[src/rtl/lite_regbank_pkg.sv]
package lite_regbank_pkg;
  typedef enum logic [1:0] {
    RESP_OKAY   = 2'b00,
    RESP_SLVERR = 2'b10,
    RESP_DECERR = 2'b11
  } resp_e;

  localparam int STRB_HONOUR = 0;
  localparam int STRB_IGNORE = 1;
  localparam int STRB_REJECT = 2;
endpackage

[src/rtl/lite_reg_store.sv]
module lite_reg_store #(
  parameter int DATA_W   = 32,
  parameter int NUM_REGS = 8,
  parameter int SEL_W    = $clog2(NUM_REGS)
) (
  input  logic                clk,
  input  logic                rst,
  input  logic                wr_en,
  input  logic [SEL_W-1:0]    wr_sel,
  input  logic [DATA_W/8-1:0] wr_be,
  input  logic [DATA_W-1:0]   wr_data,
  input  logic                rd_en,
  input  logic [SEL_W-1:0]    rd_sel,
  input  logic                rd_hit,
  output logic [DATA_W-1:0]   rd_data
);
  localparam int LANES = DATA_W / 8;

  logic [DATA_W-1:0] mem [NUM_REGS];
  logic [DATA_W-1:0] rd_q;

  // byte-enabled write port, no reset, so block RAM can be inferred
  always_ff @(posedge clk) begin
    if (wr_en) begin
      for (int l = 0; l < LANES; l++) begin
        if (wr_be[l]) mem[wr_sel][l*8 +: 8] <= wr_data[l*8 +: 8];
      end
    end
  end

  // registered read port; a miss loads zero
  always_ff @(posedge clk) begin
    if (rst)        rd_q <= '0;
    else if (rd_en) rd_q <= rd_hit ? mem[rd_sel] : '0;
  end

  assign rd_data = rd_q;
endmodule

[src/rtl/lite_wr_path.sv]
module lite_wr_path
  import lite_regbank_pkg::*;
#(
  parameter int ADDR_W       = 8,
  parameter int DATA_W       = 32,
  parameter int NUM_REGS     = 8,
  parameter int STRB_MODE    = STRB_HONOUR,
  parameter bit ZERO_STRB_OK = 1'b1,
  parameter int SEL_W        = $clog2(NUM_REGS)
) (
  input  logic                clk,
  input  logic                rst,
  input  logic                awvalid,
  output logic                awready,
  input  logic [ADDR_W-1:0]   awaddr,
  input  logic                wvalid,
  output logic                wready,
  input  logic [DATA_W-1:0]   wdata,
  input  logic [DATA_W/8-1:0] wstrb,
  output logic                bvalid,
  input  logic                bready,
  output logic [1:0]          bresp,
  output logic                wr_en,
  output logic [SEL_W-1:0]    wr_sel,
  output logic [DATA_W/8-1:0] wr_be,
  output logic [DATA_W-1:0]   wr_data
);
  localparam int STRB_W = DATA_W / 8;
  localparam int IDX_W  = ADDR_W - 2;

  logic              aw_held_q, w_held_q, bvalid_q, awready_q, wready_q;
  logic [IDX_W-1:0]  aw_idx_q;
  logic [DATA_W-1:0] w_data_q;
  logic [STRB_W-1:0] w_strb_q;
  resp_e             bresp_q;

  logic aw_fire, w_fire, b_fire, commit;
  logic aw_held_n, w_held_n, bvalid_n;

  assign aw_fire = awvalid & awready_q;
  assign w_fire  = wvalid & wready_q;
  assign b_fire  = bvalid_q & bready;
  assign commit  = aw_held_q & w_held_q;

  assign aw_held_n = ~commit & (aw_held_q | aw_fire);
  assign w_held_n  = ~commit & (w_held_q | w_fire);
  assign bvalid_n  = commit | (bvalid_q & ~b_fire);

  // address decode of the held request
  logic hit;
  assign hit = {1'b0, aw_idx_q} < (IDX_W + 1)'(NUM_REGS);

  // strobe policy variant
  logic [STRB_W-1:0] pol_be;
  logic              pol_err;
  if (STRB_MODE == STRB_IGNORE) begin : g_ignore
    assign pol_be  = '1;
    assign pol_err = 1'b0;
  end else if (STRB_MODE == STRB_REJECT) begin : g_reject
    assign pol_err = ~&w_strb_q;
    assign pol_be  = pol_err ? '0 : '1;
  end else begin : g_honour
    assign pol_be  = w_strb_q;
    assign pol_err = 1'b0;
  end

  resp_e             resp_c;
  logic [STRB_W-1:0] be_c;
  always_comb begin
    resp_c = RESP_OKAY;
    be_c   = '0;
    if (!hit) begin
      resp_c = RESP_DECERR;
    end else if (w_strb_q == '0) begin
      resp_c = ZERO_STRB_OK ? RESP_OKAY : RESP_SLVERR;
    end else if (pol_err) begin
      resp_c = RESP_SLVERR;
    end else begin
      be_c = pol_be;
    end
  end

  always_ff @(posedge clk) begin
    if (rst) begin
      aw_held_q <= 1'b0;
      w_held_q  <= 1'b0;
      bvalid_q  <= 1'b0;
      awready_q <= 1'b0;
      wready_q  <= 1'b0;
      bresp_q   <= RESP_OKAY;
    end else begin
      aw_held_q <= aw_held_n;
      w_held_q  <= w_held_n;
      bvalid_q  <= bvalid_n;
      awready_q <= ~aw_held_n & ~bvalid_n;
      wready_q  <= ~w_held_n & ~bvalid_n;
      if (commit) bresp_q <= resp_c;
    end
  end

  always_ff @(posedge clk) begin
    if (aw_fire) aw_idx_q <= awaddr[ADDR_W-1:2];
    if (w_fire) begin
      w_data_q <= wdata;
      w_strb_q <= wstrb;
    end
  end

  assign awready = awready_q;
  assign wready  = wready_q;
  assign bvalid  = bvalid_q;
  assign bresp   = bresp_q;
  assign wr_en   = commit & (|be_c);
  assign wr_sel  = aw_idx_q[SEL_W-1:0];
  assign wr_be   = be_c;
  assign wr_data = w_data_q;
endmodule

[src/rtl/lite_rd_path.sv]
module lite_rd_path
  import lite_regbank_pkg::*;
#(
  parameter int ADDR_W   = 8,
  parameter int NUM_REGS = 8,
  parameter int SEL_W    = $clog2(NUM_REGS)
) (
  input  logic              clk,
  input  logic              rst,
  input  logic              arvalid,
  output logic              arready,
  input  logic [ADDR_W-1:0] araddr,
  output logic              rvalid,
  input  logic              rready,
  output logic [1:0]        rresp,
  output logic              rd_en,
  output logic [SEL_W-1:0]  rd_sel,
  output logic              rd_hit
);
  localparam int IDX_W = ADDR_W - 2;

  logic  arready_q, rvalid_q;
  resp_e rresp_q;
  logic  ar_fire, r_fire, rvalid_n;
  logic [IDX_W-1:0] idx;

  assign ar_fire  = arvalid & arready_q;
  assign r_fire   = rvalid_q & rready;
  assign rvalid_n = ar_fire | (rvalid_q & ~r_fire);
  assign idx      = araddr[ADDR_W-1:2];
  assign rd_hit   = {1'b0, idx} < (IDX_W + 1)'(NUM_REGS);

  always_ff @(posedge clk) begin
    if (rst) begin
      arready_q <= 1'b0;
      rvalid_q  <= 1'b0;
      rresp_q   <= RESP_OKAY;
    end else begin
      rvalid_q  <= rvalid_n;
      arready_q <= ~rvalid_n;
      if (ar_fire) rresp_q <= rd_hit ? RESP_OKAY : RESP_DECERR;
    end
  end

  assign arready = arready_q;
  assign rvalid  = rvalid_q;
  assign rresp   = rresp_q;
  assign rd_en   = ar_fire;
  assign rd_sel  = idx[SEL_W-1:0];
endmodule

[src/rtl/lite_regbank.sv]
module lite_regbank
  import lite_regbank_pkg::*;
#(
  parameter int ADDR_W       = 8,
  parameter int DATA_W       = 32,
  parameter int NUM_REGS     = 8,
  parameter int STRB_MODE    = STRB_HONOUR,
  parameter bit ZERO_STRB_OK = 1'b1
) (
  input  logic                clk,
  input  logic                rst,
  input  logic                s_awvalid,
  output logic                s_awready,
  input  logic [ADDR_W-1:0]   s_awaddr,
  input  logic                s_wvalid,
  output logic                s_wready,
  input  logic [DATA_W-1:0]   s_wdata,
  input  logic [DATA_W/8-1:0] s_wstrb,
  output logic                s_bvalid,
  input  logic                s_bready,
  output logic [1:0]          s_bresp,
  input  logic                s_arvalid,
  output logic                s_arready,
  input  logic [ADDR_W-1:0]   s_araddr,
  output logic                s_rvalid,
  input  logic                s_rready,
  output logic [DATA_W-1:0]   s_rdata,
  output logic [1:0]          s_rresp
);
  localparam int SEL_W  = $clog2(NUM_REGS);
  localparam int STRB_W = DATA_W / 8;

  logic              wr_en, rd_en, rd_hit;
  logic [SEL_W-1:0]  wr_sel, rd_sel;
  logic [STRB_W-1:0] wr_be;
  logic [DATA_W-1:0] wr_data;

  lite_wr_path #(
    .ADDR_W(ADDR_W), .DATA_W(DATA_W), .NUM_REGS(NUM_REGS),
    .STRB_MODE(STRB_MODE), .ZERO_STRB_OK(ZERO_STRB_OK), .SEL_W(SEL_W)
  ) wr_i (
    .clk(clk), .rst(rst),
    .awvalid(s_awvalid), .awready(s_awready), .awaddr(s_awaddr),
    .wvalid(s_wvalid), .wready(s_wready), .wdata(s_wdata), .wstrb(s_wstrb),
    .bvalid(s_bvalid), .bready(s_bready), .bresp(s_bresp),
    .wr_en(wr_en), .wr_sel(wr_sel), .wr_be(wr_be), .wr_data(wr_data)
  );

  lite_rd_path #(
    .ADDR_W(ADDR_W), .NUM_REGS(NUM_REGS), .SEL_W(SEL_W)
  ) rd_i (
    .clk(clk), .rst(rst),
    .arvalid(s_arvalid), .arready(s_arready), .araddr(s_araddr),
    .rvalid(s_rvalid), .rready(s_rready), .rresp(s_rresp),
    .rd_en(rd_en), .rd_sel(rd_sel), .rd_hit(rd_hit)
  );

  lite_reg_store #(
    .DATA_W(DATA_W), .NUM_REGS(NUM_REGS), .SEL_W(SEL_W)
  ) store_i (
    .clk(clk), .rst(rst),
    .wr_en(wr_en), .wr_sel(wr_sel), .wr_be(wr_be), .wr_data(wr_data),
    .rd_en(rd_en), .rd_sel(rd_sel), .rd_hit(rd_hit), .rd_data(s_rdata)
  );
endmodule

[config.mk]
export PLATFORM = sky130hd
export DESIGN_NAME = lite_regbank
export DESIGN_NICKNAME = d
export VERILOG_FILES = /design/src/rtl/lite_regbank_pkg.sv /design/src/rtl/lite_reg_store.sv /design/src/rtl/lite_wr_path.sv /design/src/rtl/lite_rd_path.sv /design/src/rtl/lite_regbank.sv
export SDC_FILE = /design/constraint.sdc
export NUM_CORES = 1
export LEC_CHECK = 0
export BUFFER_PORTS_ARGS = -buffer_cell sky130_fd_sc_hd__buf_2
export CORE_MARGIN = 2
export CORE_UTILIZATION = 63
export CTS_CLUSTER_DIAMETER = 120
export DETAILED_ROUTE_END_ITERATION = 12
export HOLD_SLACK_MARGIN = 0.03
export PLACE_DENSITY = 0.83
export SLEW_MARGIN = 20
export SYNTH_ARGS = -nofsm -noshare
export SYNTH_HDL_FRONTEND = slang
export SYNTH_HIERARCHICAL = 1
export SYNTH_SLANG_ARGS = --single-unit
[constraint.sdc]
create_clock -name clk -period 6.5 [get_ports clk]
set_clock_uncertainty 0.15 [all_clocks]
set_input_delay 0 -clock clk [delete_from_list [all_inputs] [get_ports clk]]
set_output_delay 0 -clock clk [all_outputs]
set_load 0.005 [all_outputs]
==> reports/metrics.cfg, run 1 <==
[status]
status = completed

[clocking]
clock_path_buffers = 3
root_buffer = clkbuf_16
tritoncts = yes
cts_made_buffers = 34
clock-sinks = 339
cts_setup_buffers = 0
clkTransAtPathRegs_ns = 0.06
htreeDepth = 2
clkLatencyLatePin_ns = 0.50

[timing]
clock.fmax_mhz = 366
post-route-period-util_pct = 42.0
slew_violations = 0
tns_ns = 0
tightest_slew_ns = 1.10
period_needed_ns = 2.73
hold_viol_final = 0
finalSetupViolCount = 0
rsz0062_at_grt = false
max_slew_margin_pct = 26.8

[logic_synthesis]
synthAdderAreaFrac_pct = 0
ys_top_cells_by_area = edfxtp_1 (69%), dfxtp_1 (6.4%), mux2i_1 (5.0%), mux4_2 (3.5%), nand2b_1 (3.3%)
synth-seq-area-share_pct = 75.8
yosysWarningCount = 6
synth_cell_types = 29
syn_area_per_cell_um2 = 18.0
synth_compound_area_share_pct = 3.50
synthSimpleGateAreaFrac_pct = 7.24
synth_area_um2 = 12900
yosysTopAreaCell = edfxtp_1
synth_top_area_share_pct = 69.4
ys_ff_latch = 339
synthMuxAreaShare_pct = 10.9
netlist_instances = 717
mappedNetlistNets = 776
synth_xor_area_share_pct = 0
synth_top_family_by_area = multiplexers

[detailed_routing]
drt_iter0_drc = 626
wire_per_inst_um = 21.7
postRouteAntennaNets = 0
drt_wl_total_um = 25000
routed_via_density = 5.92
first_pass_iters = 5
vias = 6840
drc = 0

[worst_setup_path]
path_class = reg -> reg
path_max_fanout = 8
path_delay_family = simple AND/OR/NAND/NOR gates
path_depth = 4
worst-r2r-cell-count = 4
slowest_stage = nor2_1
arrival_ns = 2.69
cp_cell_sequence = nor3_4 > nor3b_1 > nand2_1 > nor2_1
required_ns = 6.46
slowest_delay_ns = 0.82
path_buf_inv = 0
cp-end-kind = flop
start_kind = flop

[cells_and_area]
antennaDiodeCount = 0
nNetsFinal = 920
n_fill_cell = 1142
area_growth_pct = 16.5
drive_gt1_share_pct = 19.3

[placement]
io_buffers = 95
gp_congestion = 0.741
hpwl_um = 14200

[floorplan]
dieHeight_um = 147
pin_count = 100
fp-row-count = 52
core_um2 = 20200
start_util_pct = 63.9
dieArea_um2 = 21600
die_w_um = 147

[hold_path]
min_path_cells = 2
hp-class = in -> reg

[global_routing]
antenna_found_initial = 0
grt_max_degree = 56
track_usage_pct = 23.5
grt_pass1_vias = 7295
grt_pass1_wl_um = 38400
grt_overflow = 0

[pwr]
power_leakage_nw = 5.17
p_per_area_nw_per_um2 = 294
peakVddDrop_mv = 0.225
total_power_mw = 4.42

[job]
maxCapViolCount = 0

layer usage:
metal	wire [um]	GRT usage (%)
met2	13500	43.0
met1	9330	28.0
met3	1690	4.50
met4	482	7.84
met5	0	0
through the flow:
step | setup WS [ns] | std cells | area, um^2 | util [%] | hold WS, ns
CTS | 3.79 | 1155 | 15000 | 74.5 | 0.0320
finish | 3.77 | 1155 | 15000 | 74.5 | 0.0515
global route | 3.54 | 1155 | 15000 | 74.5 | 0.0427
floorplan | 4.36 | 717 | 12900 | - | -0.0854
detailed placement | 3.66 | 1041 | 13400 | 66.5 | 0.0281
global placement | 3.72 | 1041 | 13400 | 66.5 | 0.0270
synthesized netlist by cell type (all sizes together):
| cell type | instances |
|---|---|
| a21oi | 38 |
| nand2 | 7 |
| and2 | 7 |
| or3b | 2 |
| nand2b | 68 |
| or3 | 1 |
| a22oi | 32 |
| a311oi | 1 |
| mux4 | 32 |
| nor2 | 34 |
| mux2i | 64 |
| a211oi | 1 |
| nor2b | 2 |
| inv | 1 |
| nand3 | 33 |
| dfxtp | 41 |
| clkbuf | 17 |
| nand3b | 5 |
| buf | 26 |
| edfxtp | 298 |
| nor3 | 2 |
| nor4 | 3 |
| nor3b | 2 |
final timing paths:
kind	startpoint	end	slack [ns]
setup / recovery	wr_i/aw_idx_q[4]$_DFFE_PP_	store_i/mem[0][19]$_DFFE_PP_	3.77
hold / removal	s_wdata[6]	wr_i/wr_data[6]$_DFFE_PP_	0.05
setup reg to reg	wr_i/aw_idx_q[4]$_DFFE_PP_	store_i/mem[0][19]$_DFFE_PP_	3.77
hold reg to reg	store_i/rd_data[8]$_SDFFE_PP0P_	store_i/rd_data[8]$_SDFFE_PP0P_	0.31
worst reg2reg max path: stages (launching register included):
cell and delay (ns):
edfxtp_1 0.42, nor3_4 0.24, nor3b_1 0.40, nand2_1 0.31
nor2_1 0.82
registers in the layout, summed over array words and instances, names as in the netlist, 4 cells and up:
register         flops
store_i/rd_data     32
store_i/mem        256
wr_i/aw_idx_q        6
wr_i/pol_be          4
wr_i/wr_data        32
area by class of cell:
cell class                      count  area [um^2]  area share (%)
Inverter                            1         3.75          0.0250
Clock buffer                       51         1030            6.86
Clock inverter                      9         45.0           0.300
Tap cell                          270          338            2.25
Multi-Input combinational cell    334         2810            18.7
Timing Repair Buffer              151         1030            6.88
Sequential cell                   339         9770            65.0
where the power goes:
part / switching (mW) / internal, mW
clock: 0.741 / 1.10
combinational: 0.0841 / 0.0857
sequential: 0.0269 / 2.38
cells in the final DEF, fill, tap and decap left out, drive strengths merged:
cell type / Yosys / layout
dfxtp: 41 / 41
a22oi: 32 / 32
clkinv: 0 / 8
nor3b: 2 / 2
nand3: 33 / 33
clkbuf: 17 / 51
a211oi: 1 / 1
edfxtp: 298 / 298
and2: 7 / 7
or3b: 2 / 2
inv: 1 / 1
nor4: 3 / 3
nand2: 7 / 7
nand2b: 68 / 68
dlygate4sd3: 0 / 54
nor2: 34 / 34
a311oi: 1 / 1
nor3: 2 / 2
nand3b: 5 / 5
mux2i: 64 / 64
mux4: 32 / 32
or3: 1 / 1
a21oi: 38 / 38
clkinvlp: 0 / 1
nor2b: 2 / 2
buf: 26 / 97
logic make-up after synthesis:
group,Yosys count
compound gates,72
buf+inv,44
flops,339
mux,96
simple gates,166
timing repair:
action                                  4_1_cts  5_1_grt
resized for setup                             0        0
hold buffers                                 54        0
endpoints found under the setup margin        0        0
hold endpoints to repair                     81        0
(Power assumes the default switching activity.)
==> run 2, diff against run 1 <==
CORE_UTILIZATION = 54   (was 63)
PLACE_DENSITY = 0.76   (was 0.83)
clock period = 2.51 ns   (was 6.5 ns; I/O delays follow)
==> reports/metrics.cfg, run 2 (synthesized netlist as in run 1, its figures left out) <==
[timing]
rsz0062_at_grt = false
period_needed_ns = 2.09  ; -0.638 ns
max_slew_margin_pct = 37.9  ; +11 points
clock.fmax_mhz = 477  ; +30%
finalSetupViolCount = 0  ; unchanged
post-route-period-util_pct = 83.5  ; +41 points
tightest_slew_ns = 0.932  ; -0.166 ns
slew_violations = 0  ; unchanged
hold_viol_final = 0  ; unchanged
tns_ns = 0  ; unchanged

[pwr]
p_sw_mw = 2.29  ; +170%
seq_power_share_pct = 53.8  ; -0.8 points
p_per_area_nw_per_um2 = 748  ; +150%
switching_share_pct = 19.7  ; +0.44 points
peakVddDrop_mv = 0.553  ; +150%
power_leakage_nw = 5.45  ; +5.4%
p_int_mw = 9.32  ; +160%
clockPowerShare_pct = 42.1  ; +0.5 points
combinationalPowerShare_pct = 4.0  ; +0.2 points

[worst_setup_path]
path_max_fanout = 8  ; unchanged
worst-r2r-cell-count = 7  ; +3
reg2reg_slack_ns = 0.42  ; -3.35 ns
start_kind = flop
slowest_delay_ns = 0.40  ; -0.42 ns
rr_startpoint = wr_i/aw_idx_q[3]$_DFFE_PP_
cp_common_cell = buf_4
arrival_ns = 2.16  ; -0.53 ns
r2r-end = store_i/mem[5][14]$_DFFE_PP_
cp_cell_sequence = nor3_4 > nor3b_1 > buf_4 > nand2_1 > buf_4 > nor2_1 > buf_4
cp-end-kind = flop
path_class = reg -> reg
worstSetupStartpoint = wr_i/aw_idx_q[3]$_DFFE_PP_
required_ns = 2.57  ; -3.89 ns
slowest_stage = edfxtp_1

[detailed_routing]
wl_met2_um = 12500  ; -7.3%
first_pass_iters = 5  ; unchanged
route.met3.wl_um = 1880  ; +11%
wire_per_inst_um = 20.5  ; -5.3%
drc = 0  ; unchanged
highest_layer = met4
drt_wl_total_um = 25900  ; +3.4%
postRouteAntennaNets = 0  ; unchanged
drt_iter0_drc = 577  ; -7.8%
routed_via_density = 5.50  ; -7.1%
vias = 6938  ; +1.4%
met1_length_um = 10900  ; +17%

[placement]
gp_congestion = 0.770  ; +3.8%
io_buffers = 95  ; unchanged
hpwl_um = 15900  ; +12%

[cells_and_area]
largest_reg_flops = 256  ; unchanged
nNetsFinal = 975  ; +6.0%
top_register = store_i/mem
drive_gt1_share_pct = 23.9  ; +4.6 points
final_cell_mix = edfxtp_1 (298), buf_2 (94), nand2b_1 (68)
antennaDiodeCount = 0  ; unchanged
area_growth_pct = 20.3
final_core_util_pct = 66.1  ; -8.4 points
mostFrequentLayoutCell = edfxtp_1

[global_routing]
track_usage_pct = 21.2  ; -2.2 points
grt_pass1_wl_um = 39100  ; +1.7%
grt_overflow = 0  ; unchanged
grt_pass1_vias = 6890  ; -5.6%
antenna_found_initial = 1  ; +1
grt_max_degree = 42  ; -25%

[hold_path]
hold_end = wr_i/wr_data[30]$_DFFE_PP_
hp-class = in -> reg
min_path_cells = 2  ; unchanged
worstHoldStart = s_wdata[30]

[job]
maxCapViolCount = 0  ; unchanged

[floorplan]
die_w_um = 159  ; +7.8%
start_util_pct = 54.9  ; -9.0 points
dieArea_um2 = 25100  ; +16%
core_um2 = 23500  ; +16%
dieHeight_um = 159  ; +7.8%
fp-row-count = 56  ; +7.7%
pin_count = 100  ; unchanged

[clocking]
cts_made_buffers = 34  ; unchanged
cts_setup_buffers = 0  ; unchanged
clock_path_buffers = 3  ; unchanged
htreeDepth = 2  ; unchanged
tritoncts = yes
clock-sinks = 339  ; unchanged
clkLatencyLatePin_ns = 0.51  ; about the same
clkTransAtPathRegs_ns = 0.06  ; about the same
root_buffer = clkbuf_16

[status]
status = completed

## run 2: cell types whose count changed in the layout (fill, tap and decap cells not counted), sizes merged
cell,change
buf,+53
bufinv,+3
clkinv,-3
dlygate4sd3,+2
inv,+2
## run 2: area by class of cell
type                            instances  area (um^2)
Clock buffer                           51          935
Clock inverter                         11          149
Fill cell                            1577         7960
Inverter                                1         3.75
Multi-Input combinational cell        334         2800
Sequential cell                       339         9770
Tap cell                              319          399
Timing Repair Buffer                  206         1460
## run 2: repair_timing
item,4_1_cts,5_1_grt
hold buffers,56,0
endpoints found under the hold margin,82,0
gates resized for setup,0,0
## run 2: worst max-delay path: cells and delay by family, from the launching register on
kind,cells,cell delay (ns)
buf+inv,3,0.54
flops,1,0.40
simple gates,4,0.69
## run 2: how the worst max path moves through the flow
| stage | end | cells after the start | slack, ns |
|---|---|---|---|
| 2_1_floorplan | store_i/mem[0][10]$_DFFE_PP_ | 4 | 0.37 |
| 3_3_place_gp | store_i/mem[5][19]$_DFFE_PP_ | 7 | 0.50 |
| 3_5_place_dp | store_i/mem[3][8]$_DFFE_PP_ | 7 | 0.46 |
| 4_1_cts | store_i/mem[5][14]$_DFFE_PP_ | 7 | 0.41 |
| 5_1_grt | store_i/mem[3][8]$_DFFE_PP_ | 7 | 0.30 |
| 6_report | store_i/mem[5][14]$_DFFE_PP_ | 7 | 0.42 |
## run 2: stage by stage
step | cell area (um^2) | setup slack, ns | hold WS, ns | std cells | total power [mW]
global route | 15500 | 0.300 | 0.0406 | 1261 | 11.9
global placement | 13900 | 0.500 | 0.0269 | 1143 | 6.75
finish | 15500 | 0.415 | 0.0479 | 1261 | 11.6
floorplan | 12900 | 0.374 | -0.0854 | 717 | 6.61
CTS | 15500 | 0.406 | 0.0302 | 1261 | 11.7
detailed placement | 13900 | 0.456 | 0.0281 | 1143 | 6.76
## run 2: power by group through the flow
stage | clock network, mW | logic [mW] | registers, mW
after floorplan | 0 | 0.280 | 6.33
after global placement | 0 | 0.391 | 6.36
after detailed placement | 0 | 0.397 | 6.37
after CTS | 4.97 | 0.466 | 6.25
after global routing | 5.19 | 0.506 | 6.25
final | 4.89 | 0.468 | 6.25
## run 2: layer usage
layer  track usage [%]  vias to the layer above
li1                  -                     3185
met1              28.9                     3436
met2              34.5                      271
met3              4.65                       46
met4              6.95                        0
met5                 0                        -
